[config.mk]
export PLATFORM = sky130hd
export DESIGN_NAME = rx_cam_filter
export DESIGN_NICKNAME = d
export VERILOG_FILES = /design/src/rtl/cam_filter_pkg.sv /design/src/rtl/cam_reg_ctrl.sv /design/src/rtl/cam_match_dp.sv /design/src/rtl/rx_cam_filter.sv
export SDC_FILE = /design/constraint.sdc
export NUM_CORES = 2
export LEC_CHECK = 0
export ABC_CLOCK_PERIOD_IN_PS = 5400
export CELL_PAD_IN_SITES_DETAIL_PLACEMENT = 0
export CELL_PAD_IN_SITES_GLOBAL_PLACEMENT = 2
export CORE_MARGIN = 2
export CORE_UTILIZATION = 40
export CTS_CLUSTER_SIZE = 10
export DETAILED_ROUTE_END_ITERATION = 8
export DONT_BUFFER_PORTS = 1
export PLACE_DENSITY_LB_ADDON = 0.05
export SYNTH_ARGS = -nofsm -noshare
export SYNTH_HDL_FRONTEND = slang
export SYNTH_SLANG_ARGS = --single-unit
[constraint.sdc]
create_clock -name clk -period 5.4 [get_ports clk]
set_clock_uncertainty 0.2 [all_clocks]
set_input_delay 1.08 -clock clk [delete_from_list [all_inputs] [get_ports clk]]
set_output_delay 1.08 -clock clk [all_outputs]
set_load 0.01 [all_outputs]
[src/rtl/cam_filter_pkg.sv]
package cam_filter_pkg;
  localparam int CAM_IDX_W   = 5;
  localparam int CAM_ENTRIES = 1 << CAM_IDX_W;
  localparam int MAC_W       = 48;
  localparam int VID_W       = 12;
  localparam int VLAN_W      = 16;
  localparam int WIN_BYTES   = 8;

  localparam logic [7:0] ADDR_VLAN_LO = 8'h06;
  localparam logic [7:0] ADDR_MASK0   = 8'h08;
  localparam logic [7:0] ADDR_CTRL    = 8'h0C;
  localparam logic [7:0] ADDR_INDEX   = 8'h0D;
  localparam logic [7:0] ADDR_CFG     = 8'h0E;

  typedef struct packed {
    logic                 dataWr;
    logic [2:0]           dataByte;
    logic [7:0]           wrByte;
    logic                 maskWr;
    logic [1:0]           maskByte;
    logic                 entryWr;
    logic                 entryRd;
    logic                 vlanSel;
    logic [CAM_IDX_W-1:0] index;
  } camStrobe_t;
endpackage

[src/rtl/cam_reg_ctrl.sv]
module cam_reg_ctrl
  import cam_filter_pkg::*;
(
  input  logic       clk,
  input  logic       rstN,
  input  logic [7:0] regAddr,
  input  logic [7:0] regWrData,
  input  logic       regWr,
  output camStrobe_t stb,
  output logic [7:0] ctrlRdData,
  output logic       accessEn,
  output logic       promisc,
  output logic       vlanFiltEn
);
  localparam int PAD_W = 8 - CAM_IDX_W;

  logic                 vlanSel;
  logic                 wrPend;
  logic                 rdPend;
  logic [CAM_IDX_W-1:0] index;
  logic                 ctrlWrite;
  logic                 inDataRange;
  logic                 inMaskRange;

  assign ctrlWrite   = regWr && (regAddr == ADDR_CTRL);
  assign inDataRange = regAddr < ADDR_MASK0;
  assign inMaskRange = (regAddr >= ADDR_MASK0) && (regAddr < ADDR_CTRL);

  always_ff @(posedge clk) begin
    if (!rstN) begin
      accessEn   <= 1'b0;
      vlanSel    <= 1'b0;
      wrPend     <= 1'b0;
      rdPend     <= 1'b0;
      index      <= '0;
      promisc    <= 1'b0;
      vlanFiltEn <= 1'b0;
    end else begin
      wrPend <= 1'b0;
      rdPend <= 1'b0;
      if (regWr) begin
        case (regAddr)
          ADDR_CTRL: begin
            accessEn <= regWrData[0];
            vlanSel  <= regWrData[1];
            wrPend   <= regWrData[2] & regWrData[0];
            rdPend   <= regWrData[3] & regWrData[0];
          end
          ADDR_INDEX: if (accessEn) index <= regWrData[CAM_IDX_W-1:0];
          ADDR_CFG: begin
            promisc    <= regWrData[0];
            vlanFiltEn <= regWrData[7];
          end
          default: ;
        endcase
      end
    end
  end

  always_comb begin
    stb.dataWr   = regWr && accessEn && inDataRange;
    stb.dataByte = regAddr[2:0];
    stb.wrByte   = regWrData;
    stb.maskWr   = regWr && accessEn && inMaskRange;
    stb.maskByte = regAddr[1:0];
    stb.entryWr  = wrPend;
    stb.entryRd  = rdPend;
    stb.vlanSel  = vlanSel;
    stb.index    = index;
  end

  always_comb begin
    case (regAddr)
      ADDR_CTRL:  ctrlRdData = {4'b0000, rdPend, wrPend, vlanSel, accessEn};
      ADDR_INDEX: ctrlRdData = accessEn ? {{PAD_W{1'b0}}, index} : 8'h00;
      ADDR_CFG:   ctrlRdData = {vlanFiltEn, 6'b000000, promisc};
      default:    ctrlRdData = 8'h00;
    endcase
  end


  wr_strobe_clear_chk: assert property (@(posedge clk) disable iff (!rstN)
    (wrPend && !ctrlWrite) |=> !wrPend);

  rd_strobe_clear_chk: assert property (@(posedge clk) disable iff (!rstN)
    (rdPend && !ctrlWrite) |=> !rdPend);

  access_gate_chk: assert property (@(posedge clk) disable iff (!rstN)
    (regWr && !accessEn && regAddr == ADDR_INDEX) |=> $stable(index));
endmodule

[src/rtl/cam_match_dp.sv]
module cam_match_dp
  import cam_filter_pkg::*;
(
  input  logic             clk,
  input  logic             rstN,
  input  camStrobe_t       stb,
  input  logic [7:0]       regAddr,
  input  logic             hdrValid,
  input  logic [MAC_W-1:0] hdrDa,
  input  logic             hdrTagged,
  input  logic [VID_W-1:0] hdrVid,
  input  logic             promisc,
  input  logic             vlanFiltEn,
  output logic [7:0]       dpRdData,
  output logic             resultValid,
  output logic             mcHit,
  output logic             vlanHit,
  output logic             accept
);
  localparam int ENTRIES   = CAM_ENTRIES;
  localparam int MAC_BYTES = MAC_W / 8;
  localparam int GROUP_BIT = MAC_W - 8;

  logic [MAC_W-1:0]  mcTab [ENTRIES];
  logic [VLAN_W-1:0] vlTab [ENTRIES];
  logic [ENTRIES-1:0] mcMask, vlMask;
  logic [7:0]        dataWin [WIN_BYTES];
  logic [ENTRIES-1:0] mcEq, vlEq;
  logic [MAC_W-1:0]  winMac;
  logic [VLAN_W-1:0] winVlan;

  always_comb begin
    for (int b = 0; b < MAC_BYTES; b++)
      winMac[MAC_W-1-8*b -: 8] = dataWin[b];
    winVlan = {dataWin[ADDR_VLAN_LO[2:0] + 3'd1], dataWin[ADDR_VLAN_LO[2:0]]};
  end

  // entry storage: written only by the write strobe
  always_ff @(posedge clk) begin
    if (stb.entryWr) begin
      if (stb.vlanSel) vlTab[stb.index] <= winVlan;
      else             mcTab[stb.index] <= winMac;
    end
  end

  always_ff @(posedge clk) begin
    if (!rstN) begin
      mcMask <= '0;
      vlMask <= '0;
    end else if (stb.maskWr) begin
      if (stb.vlanSel) vlMask[{stb.maskByte, 3'b000} +: 8] <= stb.wrByte;
      else             mcMask[{stb.maskByte, 3'b000} +: 8] <= stb.wrByte;
    end
  end

  always_ff @(posedge clk) begin
    if (!rstN) begin
      for (int b = 0; b < WIN_BYTES; b++) dataWin[b] <= 8'h00;
    end else if (stb.entryRd) begin
      if (stb.vlanSel) begin
        dataWin[ADDR_VLAN_LO[2:0]]        <= vlTab[stb.index][7:0];
        dataWin[ADDR_VLAN_LO[2:0] + 3'd1] <= vlTab[stb.index][15:8];
      end else begin
        for (int b = 0; b < MAC_BYTES; b++)
          dataWin[b] <= mcTab[stb.index][MAC_W-1-8*b -: 8];
      end
    end else if (stb.dataWr) begin
      dataWin[stb.dataByte] <= stb.wrByte;
    end
  end

  always_comb begin
    if (regAddr < ADDR_MASK0)
      dpRdData = dataWin[regAddr[2:0]];
    else if (stb.vlanSel)
      dpRdData = vlMask[{regAddr[1:0], 3'b000} +: 8];
    else
      dpRdData = mcMask[{regAddr[1:0], 3'b000} +: 8];
  end

  for (genvar i = 0; i < ENTRIES; i++) begin : g_cmp
    assign mcEq[i] = mcMask[i] && (mcTab[i] == hdrDa);
    assign vlEq[i] = vlMask[i] && (vlTab[i][VID_W-1:0] == hdrVid);
  end

  logic isGroup, isBcast, mcNext, vlNext, accNext;
  always_comb begin
    isGroup = hdrDa[GROUP_BIT];
    isBcast = &hdrDa;
    mcNext  = isGroup && (isBcast || (|mcEq));
    vlNext  = hdrTagged && (|vlEq);
    accNext = promisc ||
              ((!isGroup || mcNext) && (!vlanFiltEn || !hdrTagged || vlNext));
  end

  always_ff @(posedge clk) begin
    if (!rstN) begin
      resultValid <= 1'b0;
      mcHit       <= 1'b0;
      vlanHit     <= 1'b0;
      accept      <= 1'b0;
    end else begin
      resultValid <= hdrValid;
      if (hdrValid) begin
        mcHit   <= mcNext;
        vlanHit <= vlNext;
        accept  <= accNext;
      end
    end
  end


  mask_hold_chk: assert property (@(posedge clk) disable iff (!rstN)
    !$past(stb.maskWr) |-> ($stable(mcMask) && $stable(vlMask)));

  result_due_chk: assert property (@(posedge clk) disable iff (!rstN)
    hdrValid |=> resultValid);

  result_idle_chk: assert property (@(posedge clk) disable iff (!rstN)
    !hdrValid |=> !resultValid);

  unicast_no_mc_chk: assert property (@(posedge clk) disable iff (!rstN)
    (hdrValid && !hdrDa[GROUP_BIT]) |=> !mcHit);

  untagged_no_vlan_chk: assert property (@(posedge clk) disable iff (!rstN)
    (hdrValid && !hdrTagged) |=> !vlanHit);
endmodule

[src/rtl/rx_cam_filter.sv]
module rx_cam_filter
  import cam_filter_pkg::*;
(
  input  logic             clk,
  input  logic             rstN,
  input  logic [7:0]       regAddr,
  input  logic [7:0]       regWrData,
  input  logic             regWr,
  output logic [7:0]       regRdData,
  input  logic             hdrValid,
  input  logic [MAC_W-1:0] hdrDa,
  input  logic             hdrTagged,
  input  logic [VID_W-1:0] hdrVid,
  output logic             resultValid,
  output logic             mcHit,
  output logic             vlanHit,
  output logic             accept
);
  camStrobe_t stb;
  logic [7:0] ctrlRdData, dpRdData;
  logic       accessEn, promisc, vlanFiltEn;

  cam_reg_ctrl u_ctrl (
    .clk(clk), .rstN(rstN), .regAddr(regAddr), .regWrData(regWrData),
    .regWr(regWr), .stb(stb), .ctrlRdData(ctrlRdData), .accessEn(accessEn),
    .promisc(promisc), .vlanFiltEn(vlanFiltEn)
  );

  cam_match_dp u_dp (
    .clk(clk), .rstN(rstN), .stb(stb), .regAddr(regAddr),
    .hdrValid(hdrValid), .hdrDa(hdrDa), .hdrTagged(hdrTagged), .hdrVid(hdrVid),
    .promisc(promisc), .vlanFiltEn(vlanFiltEn), .dpRdData(dpRdData),
    .resultValid(resultValid), .mcHit(mcHit), .vlanHit(vlanHit), .accept(accept)
  );

  assign regRdData = (regAddr < ADDR_CTRL) ? (accessEn ? dpRdData : 8'h00)
                                           : ctrlRdData;


  promisc_accept_chk: assert property (@(posedge clk) disable iff (!rstN)
    (hdrValid && promisc) |=> accept);
endmodule

# After elaboration in Yosys (flattened, before gate mapping)
# Memories as Yosys holds them, arrays and structs flattened. A register that Yosys moved wholly into a read port is not among the register bits.
# Index checks and enable logic that the tools add are counted.
op_classes:
  add_sub_neg: 1
  multipliers: 0
  div_mod_pow: 0
  order_cmp: 3
  n_eq_ne: 67
  shift: 4
  mux: 40
  n_bitwise: 11
  reduce_logical: 89
ops:
  columns: ["op", "n"]
  rows:
  - ["$eq A48 B48 Y1", 32]
  - ["$eq A12 B12 Y1", 32]
  - ["$mux W8", 13]
  - ["$logic_and A1 B1 Y1", 71]
  - ["$bwmux W32", 2]
  - ["$reduce_or A32 Y1", 2]
  - ["$shiftx A32 B6 Y8", 2]
  - ["$reduce_and A48 Y1", 1]
  - ["$shift A8 B7 Y32 const A", 1]
  - ["$shiftx A8 B7 Y32", 1]
  - ["$mux W5", 5]
  - ["$eq A8 B4 Y1 const B", 3]
  - ["$pmux W8 S3", 1]
  - ["$mux W1", 18]
  - ["$lt A8 B4 Y1 const B", 2]
  - ["$ge A8 B4 Y1 const B", 1]
  - ["$or A1 B1 Y1", 8]
  - ["$reduce_and A2 Y1", 4]
  - ["$reduce_or A8 Y1", 1]
  - ["$neg A5 Y7", 1]
  - ["$reduce_and A3 Y1", 2]
  - ["$logic_or A1 B1 Y1", 5]
  - ["$logic_not A1 Y1", 3]
  - ["$mux W3", 1]
  - ["other kinds (2)", 3]
totals:
  register_bits: 79
  latch_bits: 0
  mem_bits_rw: 2112
  romBits: 0
  out_inout_bits: 12
  wordCells: 231
  memories: 3
mem_list:
  columns: ["memory", "words", "width", "read_ports", "rd_clocked_by_memory_dff", "wr", "line", "rtl"]
  rows:
  - ["u_dp.mcTab", 32, 48, 33, 1, 1, "cam_match_dp.sv:24", "logic [MAC_W-1:0] mcTab [ENTRIES];"]
  - ["u_dp.vlTab", 32, 16, 33, 1, 1, "cam_match_dp.sv:25", "logic [VLAN_W-1:0] vlTab [ENTRIES];"]
  - ["u_dp.dataWin", 8, 8, 9, 0, 8, "cam_match_dp.sv:27", "logic [7:0] dataWin [WIN_BYTES];"]

# Logic depth before layout (Yosys ltp)
# An unclocked memory read counts as a cell.
depth:
  depth_word: 9
  depth_mapped: 12
  mapped_depth_nobuf: 8

# Modules after synthesis
# From an unflattened synthesis, not the netlist that was laid out.
unflattened:
  hier_cells: 6812
  hier_area_um2: 107634.5
modules_own_cells:
  columns: ["mod", "instances", "cells_each", "area_per_inst_um2", "seq_area_each_um2"]
  rows:
  - ["cam_match_dp", 1, 6693, 106746.1, 64782.1]
  - ["cam_reg_ctrl", 1, 91, 721.9, 220.2]
  - ["rx_cam_filter", 1, 28, 166.4, 0.0]

# Least setup slack after synthesis
# No wires, ideal clock.
synth_timing:
  path_type: "reg2reg"
  start: "reg u_ctrl.vlanSel"
  end: "mem u_dp.mcTab[15][0] (enable)"
  t_arrival_ns: 3.434
  slack_ns: 1.312
  path_stages_with_launch: 7
  path_buffers: 3
  period_less_slack_ns: 4.088
  path_cell_list: "dfxtp_1 -> clkbuf_1 -> clkbuf_1 -> clkbuf_1 -> nor2b_1 -> nand3_1 -> nor2_1"
synth_between:
  elab_chain_cells: 3
synth_rtl:
  columns: ["item", "line", "rtl"]
  rows:
  - ["from (decl)", "cam_reg_ctrl.sv:17", "logic vlanSel;"]
  - ["from (signal assigned)", "cam_reg_ctrl.sv:45", "vlanSel <= regWrData[1];"]
  - ["$mux W1", "cam_match_dp.sv:41", "if (stb.vlanSel) vlTab[stb.index] <= winVlan;"]
  - ["$mux W1", "cam_match_dp.sv:40", "if (stb.entryWr) begin"]
  - ["$mux W1 (not written as such)", "cam_match_dp.sv:42", "else mcTab[stb.index] <= winMac;"]
  - ["to (decl)", "cam_match_dp.sv:24", null]
# Every way passes these cells.

# Worst setup path after layout
layout_timing:
  start: "in regAddr[7]"
  end: "out regRdData[4]"
layout_between:
  elab_chain_cells: 4
  elab_cells_between_ends: 9
layout_rtl:
  columns: ["item", "line", "rtl"]
  rows:
  - ["from (decl)", "rx_cam_filter.sv:6", "input logic [7:0] regAddr,"]
  - ["$lt A8 B4 Y1", "cam_match_dp.sv:73", "if (regAddr < ADDR_MASK0)"]
  - ["$mux W8", "cam_match_dp.sv:73", null]
  - ["$mux W8", "rx_cam_filter.sv:36", "assign regRdData = (regAddr < ADDR_CTRL) ? (accessEn ? dpRdData : 8'h00)"]
  - ["$mux W8 (*)", "rx_cam_filter.sv:36", null]
  - ["to (decl)", "rx_cam_filter.sv:9", "output logic [7:0] regRdData,"]
# Every way passes the cells marked *; elsewhere a longest branch is shown, timed or not.

==> metrics.yaml <==
setup_path:
  worst_setup_path_end_kind: "primary output"
  worst-endpoint-arrival_ps: 3870
  start_kind: "input pin"
  r2r_slack_ps: 1320
  cp-startpoint: "regAddr[7]"
  cpMostUsedCell: "sky130_fd_sc_hd__buf_4"
  critical_path.max_stage_delay_ps: 820
  worst_path_max_delay_cell: "sky130_fd_sc_hd__nor4_1"
  critical_path_class: "input pin to primary output"
  cp_data_required_time_ps: 4120
  critPathMaxFanout: 10
  crit_chain: "nor4_1 -> buf_4 -> nor2b_1 -> buf_4 -> buf_4 -> a31oi_1 -> o21ai_0 -> buf_4 -> buf_4"
synthesis:
  postSynthAreaPerCell_um2: 16.1
  synth.lib_cells_used.distinct: 62
  yosysTopAreaCell: "sky130_fd_sc_hd__edfxtp_1"
  synth-seq-cells: 2196
  synth.cell_area_um2: 108000
  synthArstFlopShare: 0
  synth.yosys.warnings: 0
  synthesis.instances: 6737
  synth.net_count: 6823
  synth_most_common_cell: "sky130_fd_sc_hd__edfxtp_1"
  count_of_flip_flops_with_a_built_in_enable_after_synthesis: 2112
  post_synth_most_frequent_cells: "sky130_fd_sc_hd__edfxtp_1, sky130_fd_sc_hd__xor2_1, sky130_fd_sc_hd__xnor2_1"
  post-synth-top-area-fraction: 0.585
  yosysSeqAreaShare: 0.600
  synth_top_cells_by_area: "sky130_fd_sc_hd__edfxtp_1, sky130_fd_sc_hd__mux4_2, sky130_fd_sc_hd__xor2_1"
  dominantRegCellSynth: "sky130_fd_sc_hd__edfxtp_1"
sta:
  drv_slew: 0
  holdWs_ps: 94.4
  final_period_minus_worst_setup_slack_ps: 5150
  max_clock_freq_mhz: 194
  tightestPinTransition_ps: 1370
  timing.max_slew.rel_slack: 0.0773
  grt_setup_unrepaired: "no"
  setup_total_negative_slack_ps: 0
  fin_crit_sh: 0.955
  setup_viol: 0
  hold_violations: 0
route:
  wl_per_cell_um: 50.7
  first_pass_drt_iterations: 5
  routed_via_density: 6.59
  drt_iter0_drc: 12263
  detailroute.via_count: 69655
  antenna_viol_nets_final: 0
  remaining_drc_errors: 0
  postRouteWirelength_mm: 536
floorplanning:
  placeableCoreArea_um2: 270000
  num_io_pins: 93
  die_y_um: 525
  die_width_um: 525
  initial_core_util: 0.401
  rows: 191
  dieArea_um2: 275000
clock_tree:
  htree_levels: 5
  insertion_delay_ps: 900
  tritoncts_num_sinks: 2196
  cts_buffers: 273
  ctsHoldBuffers: 0
  post-cts-setup-buffers: 0
  cts.reportedPaths.clkPinSlew_ps: 50
  cts_resized: 0
  cts_root_buffer: "sky130_fd_sc_hd__clkbuf_16"
  ctsLongestPathBuffers: 4
  tritoncts_clock_tree: "yes"
global_route:
  overflow: 0
  grt_start_max_net_pins: 128
  grt_overall_usage: 0.382
  global_route_wire_length_before_repair_mm: 688
  first_global_vias: 66480
  initial_antenna_violation_count: 83
min_path:
  min-delay-path-class: "input pin to flip-flop"
  min_from: "rstN"
place:
  buffer_ports.inserted: 0
  finalWeightedCongestion: 0.977
  dp.final_hpwl_mm: 368
final_layout:
  drive_above_1_share: 0.189
  syn_to_final_growth_pct: 10.9
  nNetsFinal: 6924
status:
  status: "complete, no violations"
pwr:
  leakage_nw: 36.4
  irDropWorstVdd_mv: 0.326
  p_per_area_nw_per_um2: 307
run:
  maxCapViolCount: 0
where the power goes:
group          total (W)  leakage [nW]  internal (W)  switching, W
clock network     0.0169          3.74       0.00954       0.00737
registers         0.0186          19.9        0.0186     0.0000253
logic            0.00136          12.8      0.000443      0.000917
total             0.0369          36.4        0.0286       0.00831
state kept, by name (all words and copies together), names as in the netlist, named ones only:
| signal | cells |
|---|---|
| u_ctrl.vlanSel | 1 |
| u_dp.resultValid | 1 |
| u_dp.mcMask | 32 |
| u_ctrl.wrPend | 1 |
| u_ctrl.index | 5 |
| u_dp.mcHit | 1 |
| u_ctrl.promisc | 1 |
| u_ctrl.rdPend | 1 |
| u_ctrl.vlanFiltEn | 1 |
| u_dp.vlTab | 512 |
| u_ctrl.accessEn | 1 |
| u_dp.dataWin | 64 |
| u_dp.vlanHit | 1 |
| u_dp.vlMask | 32 |
| u_dp.mcTab | 1536 |
| u_dp.accept | 1 |
kinds of logic after synthesis:
logic type               after synthesis  synth area share
AO/OA/AOI/OAI                        348            0.0206
XOR/XNOR                            1815             0.147
adder cells (fa/ha/maj)                5          0.000577
buffers and inverters                519            0.0316
flip-flops                          2196             0.600
multiplexers                         736             0.144
AND/OR/NAND/NOR                     1118            0.0565
cell usage in the layout (no fill, tap or decap), types with 35 or more instances in the layout:
cell / netlist / routed
sky130_fd_sc_hd__nand4_1: 241 / 241
sky130_fd_sc_hd__o21ai_0: 151 / 150
sky130_fd_sc_hd__o22ai_1: 35 / 35
sky130_fd_sc_hd__and2_1: 72 / 72
sky130_fd_sc_hd__xor2_1: 1001 / 1001
sky130_fd_sc_hd__edfxtp_1: 2112 / 2112
sky130_fd_sc_hd__inv_1: 67 / 67
sky130_fd_sc_hd__a211oi_1: 37 / 36
sky130_fd_sc_hd__clkbuf_16: 0 / 280
sky130_fd_sc_hd__mux4_2: 655 / 655
sky130_fd_sc_hd__buf_4: 52 / 248
sky130_fd_sc_hd__xnor2_1: 813 / 813
sky130_fd_sc_hd__nor3_1: 35 / 35
sky130_fd_sc_hd__nor4_1: 291 / 289
sky130_fd_sc_hd__mux2i_1: 80 / 80
sky130_fd_sc_hd__dfxtp_1: 84 / 79
sky130_fd_sc_hd__nand3_1: 92 / 91
sky130_fd_sc_hd__clkbuf_1: 162 / 75
sky130_fd_sc_hd__nand2_1: 222 / 220
stage by stage:
| step | utilization | worst slack (ps) | instance area [µm²] | instances | power (W) |
|---|---|---|---|---|---|
| floorplan | - | 1310 | 108000 | 6737 | 0.0201 |
| global placement | 0.416 | 167 | 112000 | 10133 | 0.0203 |
| detailed placement | 0.416 | 147 | 112000 | 10133 | 0.0203 |
| CTS | 0.445 | 30.4 | 120000 | 10544 | 0.0370 |
| global route | 0.445 | 204 | 120000 | 10547 | 0.0376 |
| finish | 0.445 | 245 | 120000 | 10573 | 0.0369 |
cell type report:
type / instances / area (µm²)
inverters: 71 / 267
clock buffers: 359 / 7340
diodes: 29 / 72.6
multi-input cells: 4022 / 40200
well taps: 3570 / 4470
clock inverters: 52 / 348
flip-flops and latches: 2196 / 65100
repair buffers: 274 / 2380
fillers: 23880 / 150000
critical path: cells and delay by family:
kind	cells	cell delay (ps)
AND/OR/NAND/NOR	2	970
AO/OA/AOI/OAI	2	770
buffers and inverters	5	1040
worst paths after layout:
check / endpoint / depth (start not counted)
hold reg to reg: flip-flop / 2
setup reg to reg: u_dp.dataWin[1][1] / 6
setup / recovery: regRdData[4] / 9
hold / removal: u_dp.resultValid / 1
metal layers:
layer / GRT usage / share of wire
met1: 0.494 / 0.37
met2: 0.591 / 0.45
met3: 0.0964 / 0.11
met4: 0.203 / 0.064
met5: 0 / 0.00025
Power figures use the tool's default switching activity.
